--- config.mk ---
export PLATFORM = sky130hd
export DESIGN_NAME = armed_out_port
export DESIGN_NICKNAME = d
export VERILOG_FILES = /design/src/rtl/armport_pkg.sv /design/src/rtl/armport_strobe_sync.sv /design/src/rtl/armport_decode.sv /design/src/rtl/armport_fsm.sv /design/src/rtl/armed_out_port.sv
export SDC_FILE = /design/constraint.sdc
export NUM_CORES = 1
export LEC_CHECK = 0
export BUFFER_PORTS_ARGS = -buffer_cell sky130_fd_sc_hd__buf_2
export CORE_ASPECT_RATIO = 1.25
export CORE_UTILIZATION = 39
export CTS_CLUSTER_SIZE = 30
export DETAILED_ROUTE_END_ITERATION = 12
export PLACE_DENSITY_LB_ADDON = 0.25
export SYNTH_ARGS = -nofsm -noshare
export SYNTH_HDL_FRONTEND = slang
export SYNTH_SLANG_ARGS = --single-unit
--- constraint.sdc ---
create_clock -name clk -period 2.5 [get_ports clk]
set_input_delay 0.375 -clock clk [delete_from_list [all_inputs] [get_ports clk]]
set_output_delay 0.375 -clock clk [all_outputs]
set_load 0.03 [all_outputs]
--- src/rtl/armport_pkg.sv ---
package armport_pkg;

    typedef enum logic [1:0] {
        SLOT_SPARE = 2'd0,
        SLOT_INPUT = 2'd1,
        SLOT_WRITE = 2'd2,
        SLOT_ARM   = 2'd3
    } slot_e;

    typedef enum logic {
        ST_DISARMED = 1'b0,
        ST_ARMED    = 1'b1
    } arm_state_e;

endpackage

--- src/rtl/armport_strobe_sync.sv ---
module armport_strobe_sync #(
    parameter int STAGES = 2
) (
    input  logic clk,
    input  logic rst_n,
    input  logic strobe_n,
    output logic active,
    output logic assert_pulse
);
    logic [STAGES-1:0] chain;
    logic              was_active;

    always_ff @(posedge clk or negedge rst_n) begin
        if (!rst_n) begin
            chain      <= '1;
            was_active <= 1'b0;
        end else begin
            chain      <= {chain[STAGES-2:0], strobe_n};
            was_active <= ~chain[STAGES-1];
        end
    end

    assign active       = ~chain[STAGES-1];
    assign assert_pulse = active & ~was_active;
endmodule

--- src/rtl/armport_decode.sv ---
module armport_decode
    import armport_pkg::*;
#(
    parameter int ADDR_W = 15
) (
    input  logic [ADDR_W-1:0] addr,
    output logic              page_hit,
    output slot_e             slot
);
    assign page_hit = &addr[ADDR_W-1:2];
    assign slot     = slot_e'(addr[1:0]);
endmodule

--- src/rtl/armport_fsm.sv ---
module armport_fsm
    import armport_pkg::*;
#(
    parameter bit BLOCK_MODE = 1'b0
) (
    input  logic       clk,
    input  logic       rst_n,
    input  logic       arm_hit,
    input  logic       wr_hit,
    input  logic       disarm_hit,
    output arm_state_e state,
    output logic       load_en
);
    arm_state_e state_nx;

    always_ff @(posedge clk or negedge rst_n) begin
        if (!rst_n) state <= ST_DISARMED;
        else        state <= state_nx;
    end

    always_comb begin
        state_nx = state;
        unique case (state)
            ST_DISARMED: begin
                if (arm_hit) state_nx = ST_ARMED;
            end
            ST_ARMED: begin
                if (arm_hit)                         state_nx = ST_ARMED;
                else if (!BLOCK_MODE && wr_hit)      state_nx = ST_DISARMED;
                else if (BLOCK_MODE && disarm_hit)   state_nx = ST_DISARMED;
            end
            default: state_nx = ST_DISARMED;
        endcase
    end

    always_comb begin
        load_en = 1'b0;
        unique case (state)
            ST_DISARMED: load_en = 1'b0;
            ST_ARMED:    load_en = wr_hit;
            default:     load_en = 1'b0;
        endcase
    end
endmodule

--- src/rtl/armed_out_port.sv ---
module armed_out_port
    import armport_pkg::*;
#(
    parameter int ADDR_W      = 15,
    parameter int DATA_W      = 16,
    parameter int IN_W        = 8,
    parameter int SYNC_STAGES = 2,
    parameter bit BLOCK_MODE  = 1'b0
) (
    input  logic              clk,
    input  logic              rst_n,
    input  logic [ADDR_W-1:0] addr_i,
    input  logic              rd_sel_n_i,
    input  logic              lds_n_i,
    input  logic [DATA_W-1:0] data_i,
    output logic [DATA_W-1:0] data_o,
    output logic              data_oe_o,
    input  logic [IN_W-1:0]   pins_in_i,
    output logic [DATA_W-1:0] pins_out_o
);
    localparam int PAD_W = DATA_W - IN_W;

    logic       rd_active, rd_pulse;
    logic       lds_active, lds_pulse;
    logic       page_hit;
    slot_e      slot;
    logic       arm_hit, wr_hit, disarm_hit, load_en;
    arm_state_e fsm_state;

    armport_strobe_sync #(.STAGES(SYNC_STAGES)) u_rd_sync (
        .clk(clk), .rst_n(rst_n), .strobe_n(rd_sel_n_i),
        .active(rd_active), .assert_pulse(rd_pulse)
    );

    armport_strobe_sync #(.STAGES(SYNC_STAGES)) u_lds_sync (
        .clk(clk), .rst_n(rst_n), .strobe_n(lds_n_i),
        .active(lds_active), .assert_pulse(lds_pulse)
    );

    armport_decode #(.ADDR_W(ADDR_W)) u_dec (
        .addr(addr_i), .page_hit(page_hit), .slot(slot)
    );

    // arm uses the read-only select; write and disarm use the lower strobe
    assign arm_hit    = rd_pulse  && page_hit && (slot == SLOT_ARM);
    assign wr_hit     = lds_pulse && page_hit && (slot == SLOT_WRITE);
    assign disarm_hit = lds_pulse && page_hit && (slot == SLOT_SPARE);

    armport_fsm #(.BLOCK_MODE(BLOCK_MODE)) u_fsm (
        .clk(clk), .rst_n(rst_n),
        .arm_hit(arm_hit), .wr_hit(wr_hit), .disarm_hit(disarm_hit),
        .state(fsm_state), .load_en(load_en)
    );

    // output register captures on the same edge the flag is cleared,
    // so the capture always sees the flag still set
    always_ff @(posedge clk or negedge rst_n) begin
        if (!rst_n)       pins_out_o <= '0;
        else if (load_en) pins_out_o <= data_i;
    end

    assign data_oe_o = rd_active && page_hit && (slot == SLOT_INPUT);
    assign data_o    = data_oe_o ? {{PAD_W{1'b0}}, pins_in_i} : '0;

    logic unused_lds_level;
    assign unused_lds_level = lds_active;
endmodule

==> results.tsv, run 1 <==
stage	metric	value	unit
status	status	completed	
logic_synthesis	adder-cell share of the synthesized area	0	
critical_path	critical path depth	6	
clocking	clock sinks	23	
critical_path	r2r startpoint	u_lds_sync.was_active$_DFF_PN0_	
clocking	cts repair resizes	0	
place	Placed Cells	171	
grt	pin count of the biggest net entering global routing	24	
grt	first-pass GRT wire length	2740	um
logic_synthesis	top-area cell type share of the netlist area	0.479	
detailed_routing	WL per Instance	9.74	um
logic_synthesis	count leader, synth	dfrtp_1	
logic_synthesis	Async SR Flop Fraction	1.00	
place	port buffer count	67	
logic_synthesis	main flop type after synthesis	dfrtp_1	
finish	Non-Filler Instances	175	
logic_synthesis	post-synthesis compound-gate area fraction	0.0139	
place	Area after DPL	1330	um^2
critical_path	RR Endpoint	pins_out_o[14]$_DFFE_PN0P_	
hold_path	Hold WC Path Type	in2async	
timing	fmax	447	MHz
pwr	Comb power frac	0.097	
pwr	Seq pwr share	0.645	
clocking	CTS root buf	clkbuf_4	
logic_synthesis	largest family of logic cells by synthesized area	multiplexers	
job	Max Cap Violations	0	
logic_synthesis	Seq/Total Area, Yosys	0.585	
floorplan	die width	47.1	um
pwr	Pint	0.466	mW
detailed_routing	Pre-Repair DR Iteration Count	3	
critical_path	critical path endpoint category	output pin	
pwr	Lkg Pwr	0.815	nW
logic_synthesis	Mapped Cells	72	
timing	Final Hold Viols	0	
floorplan	full die area	2750	um^2
critical_path	cell family with most CP delay	simple AND/OR/NAND/NOR gates	
logic_synthesis	Synth area leaders	dfrtp_1 48%, mux2_2 18%, dfstp_2 11%, buf_4 6.1%, and2_2 5.3%	
floorplan	Core Footprint	2430	um^2
logic_synthesis	Post-synth EDFFs	0	
timing	RSZ-0062 raised after global routing	false	
critical_path	CP most frequent cell	buf_2	
floorplan	initial core utilization	0.409	
place	Detail Placement HPWL	1420	um
clocking	Clock Tree Buf Depth	2	
grt	grt total ovfl	0	
detailed_routing	Initial DRC Count	1	
finish	fin util	0.560	
critical_path	Critical Path RT	2120	ps
critical_path	crit-path max FO	9	
logic_synthesis	mux cell area share after synthesis	0.182	
pwr	power per cell area	434	nW/um^2
logic_synthesis	Yosys reg bits	23	
timing	worst setup margin	264	ps
place	pre-CTS setup slack	229	ps
timing	pins over their slew limit	0	
critical_path	Crit path largest cell delay	570	ps
critical_path	CP startpoint	addr_i[10]	
logic_synthesis	Post-synth top cells	19 x dfrtp_1, 16 x mux2_2, 8 x buf_4, 7 x and2_2	
logic_synthesis	area of the mapped netlist	992	um^2
logic_synthesis	area leader, netlist	dfrtp_1	
critical_path	Worst R2R Setup Slack	760	ps
critical_path	data arrival time of the critical path	1860	ps
finish	area grow syn2layout	36.9	%
floorplan	num ports	76	
finish	final net count	186	
clocking	Clk Latency, worst-skew pair	290	ps
critical_path	end point of the critical path	data_o[1]	
logic_synthesis	distinct cell type count after synthesis	18	
critical_path	Startpoint Class	input pin	
timing	Tmin final	2240	ps
detailed_routing	DRT Wirelength	1700	um
clocking	setup bufs post-CTS	0	
critical_path	Worst Path Buf+Inv	2	
timing	final worst-path cycle share	0.894	
floorplan	Placement Rows	20	
grt	initial antenna violation count	0	
clocking	CTS Buf Count	3	
finish	# fillers	224	
pwr	Max IR drop VDD	0.388	mV
clocking	Worst-path clk slew	110	ps
detailed_routing	Residual DRC	0	
grt	vias in the first global route	712	
detailed_routing	Vias/cell	4.42	
place	gpl congestion	0.649	
clocking	CTS Hold Bufs	0	
finish	share of cells above drive strength 1	0.711	
timing	Setup Viol. Count Final	0	
critical_path	Setup CP Type	in2out	
detailed_routing	overall via count from detail_route	773	
critical_path	slowest CP cell	or4_4	
timing	setup TNS	0	ps
floorplan	overall die height	58.4	um
detailed_routing	DRT antenna net count	0	
pwr	Clk network pwr share	0.259	
clocking	CTS tree	built	
finish	design area	1360	um^2
pwr	switching share of power	0.211	
pwr	net load switching power	0.125	mW
clocking	H-tree levels	1	
logic_synthesis	synth warn	0	
logic_synthesis	Post-Synth Simple-Gate Area	0.125	
critical_path	FF-to-FF path depth	4	
logic_synthesis	Mean Syn Cell Area	13.8	um^2
grt	gr usage total	0.138	
finish	number of diodes	0	
timing	clk_skew	4.86	ps
critical_path	Cell Chain, Critical Path	buf_2, nand4_1, or4_4, nor3_2, and2_2, buf_2	
logic_synthesis	xor/xnor cell area share of the yosys netlist	0	
## cell families (layout without fill, tap and decap cells)
logic type / count (synthesis) / count (layout)
flops: 23 / 23
simple gates: 17 / 17
mux: 16 / 16
buf+inv: 13 / 76
compound gates: 2 / 2
other cells: 1 / 8
## worst reg2reg max path, cell delays in order, from the launching register on
cell,delay [ps]
dfrtp_1,370
or4_1,530
nor3_4,130
buf_4,240
mux2_2,370
## cells in the final DEF (no fill, tap or decap), drive strengths merged
cell type  instances
and2               8
conb               8
clkbuf             4
mux2              16
o41ai              1
dfstp              4
o21ai              1
nand2              2
inv                4
dfrtp             19
nand4              2
or4                2
nand3              1
buf               68
nor3               2
## layout make-up
type	count	area (um^2)	share of cell area
sequential	23	581	0.427
clock buffer	4	26.3	0.0193
multi-input combinational	43	353	0.260
inverter	4	15.0	0.0110
tap	33	41.3	0.0304
timing repair buffer	68	343	0.252
## metal layers
metal / share of wire / GRT usage
met2: 0.49 / 0.258
met1: 0.39 / 0.149
met3: 0.11 / 0.0215
met5: 0 / 0
met4: 0.0059 / 0.0490
## metrics by stage
stage	hold WS, ps	total power [mW]
final	20.5	0.590
after global routing	43.4	0.624
after CTS	31.9	0.603
after detailed placement	348	0.446
after global placement	346	0.445
after floorplan	79.4	0.417
## how the worst min path moves through the flow
stage | startpoint | to | slack (ps) | depth (start not counted)
3_3_place_gp | u_lds_sync.chain[0]$_DFF_PN1_ | u_lds_sync.chain[1]$_DFF_PN1_ | 350 | 0
6_report | rst_n | pins_out_o[7]$_DFFE_PN0P_ | 20 | 1
5_1_grt | rst_n | pins_out_o[5]$_DFFE_PN0P_ | 40 | 1
3_5_place_dp | u_rd_sync.chain[0]$_DFF_PN1_ | u_rd_sync.chain[1]$_DFF_PN1_ | 350 | 0
4_1_cts | rst_n | pins_out_o[5]$_DFFE_PN0P_ | 30 | 1
2_1_floorplan | rst_n | pins_out_o[0]$_DFFE_PN0P_ | 80 | 0
## power by group through the flow
stage | sequential (mW) | clock (mW) | combinational, mW
after floorplan | 0.387 | 0 | 0.0292
after global placement | 0.388 | 0 | 0.0570
after detailed placement | 0.388 | 0 | 0.0580
after CTS | 0.381 | 0.164 | 0.0583
after global routing | 0.381 | 0.177 | 0.0653
final | 0.380 | 0.153 | 0.0570
## state kept, by name, indices dropped and copies added, names as in the netlist
register and flops:
u_rd_sync.chain 2, pins_out_o 16, u_lds_sync.was_active 1, u_rd_sync.was_active 1
u_fsm.state 1, u_lds_sync.chain 2
(Power assumes the default switching activity.)
==> run 2, diff against run 1 <==
Settings changed: RECOVER_POWER from default to 50.
==> results.tsv, run 2 (synthesized netlist as in run 1, its figures left out) <==
stage	metric	value	unit
status	status	completed	
timing	fmax	447	MHz
finish	final net count	186	
timing	pins over their slew limit	0	
floorplan	initial core utilization	0.409	
floorplan	full die area	2750	um^2
place	Detail Placement HPWL	1420	um
clocking	Clock Tree Buf Depth	2	
clocking	H-tree levels	1	
detailed_routing	overall via count from detail_route	779	
finish	largest register by flop count	pins_out_o	
detailed_routing	WL per Instance	9.71	um
floorplan	die width	47.1	um
timing	Least-Margin Pin Slew	1120	ps
critical_path	cell family with most CP delay	simple AND/OR/NAND/NOR gates	
floorplan	num ports	76	
critical_path	Worst Path Buf+Inv	2	
timing	Tmin final	2240	ps
finish	biggest regs	pins_out_o x16, u_lds_sync.chain x2, u_rd_sync.chain x2	
critical_path	critical path endpoint category	output pin	
place	gpl congestion	0.649	
timing	clk_skew	4.85	ps
clocking	setup bufs post-CTS	0	
timing	RSZ-0062 raised after global routing	false	
critical_path	Crit path largest cell delay	570	ps
floorplan	Core Footprint	2430	um^2
timing	setup TNS	0	ps
finish	most frequent cells in the layout	60 x buf_2, 19 x dfrtp_1, 16 x mux2_2, 8 x conb_1, 8 x clkbuf_1	
timing	Rel. slew slack	0.256	
detailed_routing	Initial DRC Count	1	
finish	share of cells above drive strength 1	0.662	
finish	commonest non-fill, non-tap cell in the layout	buf_2	
clocking	CTS root buf	clkbuf_4	
pwr	Max IR drop VDD	0.390	mV
timing	Final Hold Viols	0	
timing	final worst-path cycle share	0.894	
grt	vias in the first global route	712	
grt	first-pass GRT wire length	2740	um
finish	max reg flops	16	
clocking	CTS Hold Bufs	0	
finish	area grow syn2layout	36.1	%
floorplan	overall die height	58.4	um
critical_path	Critical Path RT	2120	ps
critical_path	slowest CP cell	or4_4	
finish	register area	581	um^2
critical_path	data arrival time of the critical path	1860	ps
grt	gr usage total	0.138	
place	port buffer count	67	
detailed_routing	DRT Wirelength	1700	um
clocking	Worst-path clk slew	110	ps
critical_path	Startpoint Class	input pin	
clocking	clock sinks	23	
timing	Setup Viol. Count Final	0	
grt	pin count of the biggest net entering global routing	24	
grt	initial antenna violation count	0	
grt	grt total ovfl	0	
critical_path	crit-path max FO	9	
clocking	CTS tree	built	
floorplan	Placement Rows	20	
finish	number of diodes	0	
clocking	Clk Latency, worst-skew pair	290	ps
hold_path	Hold WC Path Type	in2reg	
job	Max Cap Violations	0	
critical_path	Setup CP Type	in2out	
pwr	power per cell area	437	nW/um^2
detailed_routing	Residual DRC	0	
detailed_routing	Pre-Repair DR Iteration Count	4	
clocking	cts repair resizes	0	
timing	Hold Worst Slack	172	ps
detailed_routing	DRT antenna net count	0	
critical_path	Cell Chain, Critical Path	buf_2, nand4_1, or4_4, nor3_2, and2_2, buf_2	
finish	multi-input logic area	353	um^2
pwr	Lkg Pwr	0.786	nW
clocking	CTS Buf Count	3	
critical_path	CP most frequent cell	buf_2	
detailed_routing	Vias/cell	4.45	
finish	# fillers	228	
==> run 2: cell count changes in the layout (fill, tap and decap cells not counted), sizes merged <==
cell	previous run	this run
clkbuf	4	11
buf	68	61
==> run 2: final timing paths <==
path	slack [ps]	cells past startpoint	startpoint	endpoint
min reg2reg	360	0	u_rd_sync.chain[0]$_DFF_PN1_	u_rd_sync.chain[1]$_DFF_PN1_
min in group asynchronous	270	1	rst_n	pins_out_o[11]$_DFFE_PN0P_
max in group asynchronous	1570	1	rst_n	u_fsm.state$_DFF_PN0_
min	170	1	rd_sel_n_i	u_rd_sync.chain[0]$_DFF_PN1_
max reg2reg	760	4	u_lds_sync.was_active$_DFF_PN0_	pins_out_o[14]$_DFFE_PN0P_
max	260	6	addr_i[10]	data_o[1]
==> run 2: layout make-up <==
| class | instances | area share |
|---|---|---|
| repair buffers | 68 | 0.247 |
| flip-flops and latches | 23 | 0.430 |
| clock buffers | 4 | 0.0195 |
| inverters | 4 | 0.0111 |
| multi-input cells | 43 | 0.261 |
| well taps | 33 | 0.0306 |
==> run 2: worst reg2reg max path: cells and delay by family (launching register included) <==
kind / cells / cell delay, ps
buf+inv: 1 / 240
mux: 1 / 370
flops: 1 / 370
simple gates: 2 / 660
==> run 2: metrics by stage <==
stage	std cells	power [mW]	setup slack (ps)	utilization	instance area, um^2
6_report	175	0.590	264	0.556	1350
3_3_place_gp	171	0.445	299	0.549	1330
2_1_floorplan	79	0.417	122	-	1020
5_1_grt	175	0.624	124	0.556	1350
3_5_place_dp	171	0.446	229	0.549	1330
4_1_cts	175	0.603	231	0.560	1360
==> run 2: where the power goes <==
part | switching, mW | internal [mW]
Sequential | 0.00118 | 0.379
Clock | 0.0906 | 0.0619
Combinational | 0.0327 | 0.0240
Total | 0.124 | 0.465
==> run 2: per-layer routing <==
metal / GRT usage / vias to the layer above / part of all wire
li1: - / 367 / -
met1: 0.149 / 351 / 0.40
met2: 0.258 / 59 / 0.48
met3: 0.0215 / 2 / 0.11
met4: 0.0490 / 0 / 0.0059
met5: 0 / - / 0
==> run 3, diff against run 2 <==
Clock period 2.5 ns to 2.29 ns, I/O delays scaled along.
==> results.tsv, run 3 (synthesized netlist as in run 1, its figures left out) <==
stage	metric	value	unit
status	status	completed	
finish	biggest regs	pins_out_o x16, u_lds_sync.chain x2, u_rd_sync.chain x2	
critical_path	Setup CP Type	in2out	
finish	number of diodes	0	
job	Max Cap Violations	0	
detailed_routing	overall via count from detail_route	775	
clocking	cts repair resizes	0	
detailed_routing	Residual DRC	0	
pwr	Lkg Pwr	0.802	nW
finish	largest register by flop count	pins_out_o	
timing	Tmin final	2080	ps
floorplan	die width	47.1	um
critical_path	slowest CP cell	or4_4	
timing	clk_skew	10.9	ps
floorplan	initial core utilization	0.409	
timing	RSZ-0062 raised after global routing	false	
place	Area after DPL	1350	um^2
clocking	Clock Tree Buf Depth	2	
timing	pins over their slew limit	0	
detailed_routing	DRT antenna net count	0	
grt	vias in the first global route	679	
timing	Setup Viol. Count Final	0	
critical_path	Worst Path Buf+Inv	2	
place	pre-CTS setup slack	201	ps
finish	share of cells above drive strength 1	0.660	
timing	final worst-path cycle share	0.907	
grt	initial antenna violation count	0	
finish	commonest non-fill, non-tap cell in the layout	buf_2	
critical_path	data arrival time of the critical path	1730	ps
timing	Rel. slew slack	0.208	
pwr	total power after layout	0.656	mW
detailed_routing	Initial DRC Count	11	
clocking	clock sinks	23	
clocking	CTS root buf	clkbuf_4	
finish	max reg flops	16	
clocking	H-tree levels	1	
clocking	CTS Buf Count	3	
timing	fmax	481	MHz
detailed_routing	DRT Wirelength	1820	um
clocking	setup bufs post-CTS	0	
pwr	Seq pwr share	0.634	
detailed_routing	Pre-Repair DR Iteration Count	6	
floorplan	Placement Rows	20	
floorplan	overall die height	58.4	um
critical_path	Cell Chain, Critical Path	buf_2, nand4_1, or4_4, nor3_4, and2_2, buf_2	
timing	worst setup margin	213	ps
timing	Least-Margin Pin Slew	1190	ps
pwr	Pint	0.509	mW
place	gpl congestion	0.733	
pwr	switching share of power	0.223	
critical_path	critical path endpoint category	output pin	
timing	setup TNS	0	ps
critical_path	Crit path largest cell delay	570	ps
pwr	Clk network pwr share	0.268	
pwr	Comb power frac	0.098	
pwr	net load switching power	0.147	mW
place	Detail Placement HPWL	1440	um
finish	final net count	188	
clocking	CTS Hold Bufs	1	
clocking	Worst-path clk slew	110	ps
grt	gr usage total	0.135	
clocking	CTS tree	built	
critical_path	crit-path max FO	9	
detailed_routing	Vias/cell	4.38	
critical_path	Worst R2R Setup Slack	560	ps
grt	first-pass GRT wire length	2680	um
finish	area grow syn2layout	38.5	%
floorplan	full die area	2750	um^2
critical_path	Startpoint Class	input pin	
detailed_routing	WL per Instance	10.3	um
critical_path	cell family with most CP delay	simple AND/OR/NAND/NOR gates	
grt	grt total ovfl	0	
floorplan	Core Footprint	2430	um^2
critical_path	CP most frequent cell	buf_2	
pwr	power per cell area	477	nW/um^2
finish	design area	1370	um^2
clocking	Clk Latency, worst-skew pair	300	ps
floorplan	num ports	76	
place	port buffer count	67	
timing	Final Hold Viols	0	
finish	most frequent cells in the layout	60 x buf_2, 19 x dfrtp_1, 16 x mux2_2, 8 x conb_1, 8 x clkbuf_1	
pwr	Max IR drop VDD	0.408	mV
critical_path	Critical Path RT	1950	ps
finish	fin util	0.566	
hold_path	Hold WC Path Type	in2reg	
grt	pin count of the biggest net entering global routing	24	
-- run 3: through the flow --
step | hold slack (ps) | cells
finish | 135 | 177
global route | 108 | 177
CTS | 120 | 177
detailed placement | 344 | 172
global placement | 330 | 172
floorplan | 47.9 | 79
-- run 3: final cells by class --
| cell class | instances | area, um^2 |
|---|---|---|
| timing repair buffer | 70 | 352 |
| multi-input combinational | 43 | 359 |
| clock buffer | 4 | 26.3 |
| tap | 33 | 41.3 |
| fill | 225 | 1050 |
| sequential | 23 | 581 |
| inverter | 4 | 15.0 |
-- run 3: final timing paths --
path	startpoint	to	depth (start not counted)
max reg2reg	u_lds_sync.was_active$_DFF_PN0_	pins_out_o[1]$_DFFE_PN0P_	4
max	addr_i[10]	data_o[7]	6
min in group asynchronous	rst_n	pins_out_o[11]$_DFFE_PN0P_	2
min	lds_n_i	u_lds_sync.chain[0]$_DFF_PN1_	1
min reg2reg	u_rd_sync.chain[0]$_DFF_PN1_	u_rd_sync.chain[1]$_DFF_PN1_	0
max in group asynchronous	rst_n	u_lds_sync.was_active$_DFF_PN0_	2
-- run 3: worst register-to-register path, stage by stage (launching register included) --
cell	delay [ps]
dfrtp_1	380
or4_1	530
nor3_4	160
buf_4	210
mux2_2	350
-- run 3: metal layers --
metal | track usage | routed length, um
met1 | 0.167 | 749
met2 | 0.232 | 911
met3 | 0.0215 | 147
met4 | 0.0490 | 15
met5 | 0 | 0
-- run 3: power groups by stage --
stage | Combinational [mW] | Clock [mW] | Sequential, mW
after floorplan | 0.0322 | 0 | 0.423
after global placement | 0.0623 | 0 | 0.423
after detailed placement | 0.0640 | 0 | 0.424
after CTS | 0.0654 | 0.185 | 0.416
after global routing | 0.0728 | 0.200 | 0.417
final | 0.0642 | 0.176 | 0.416
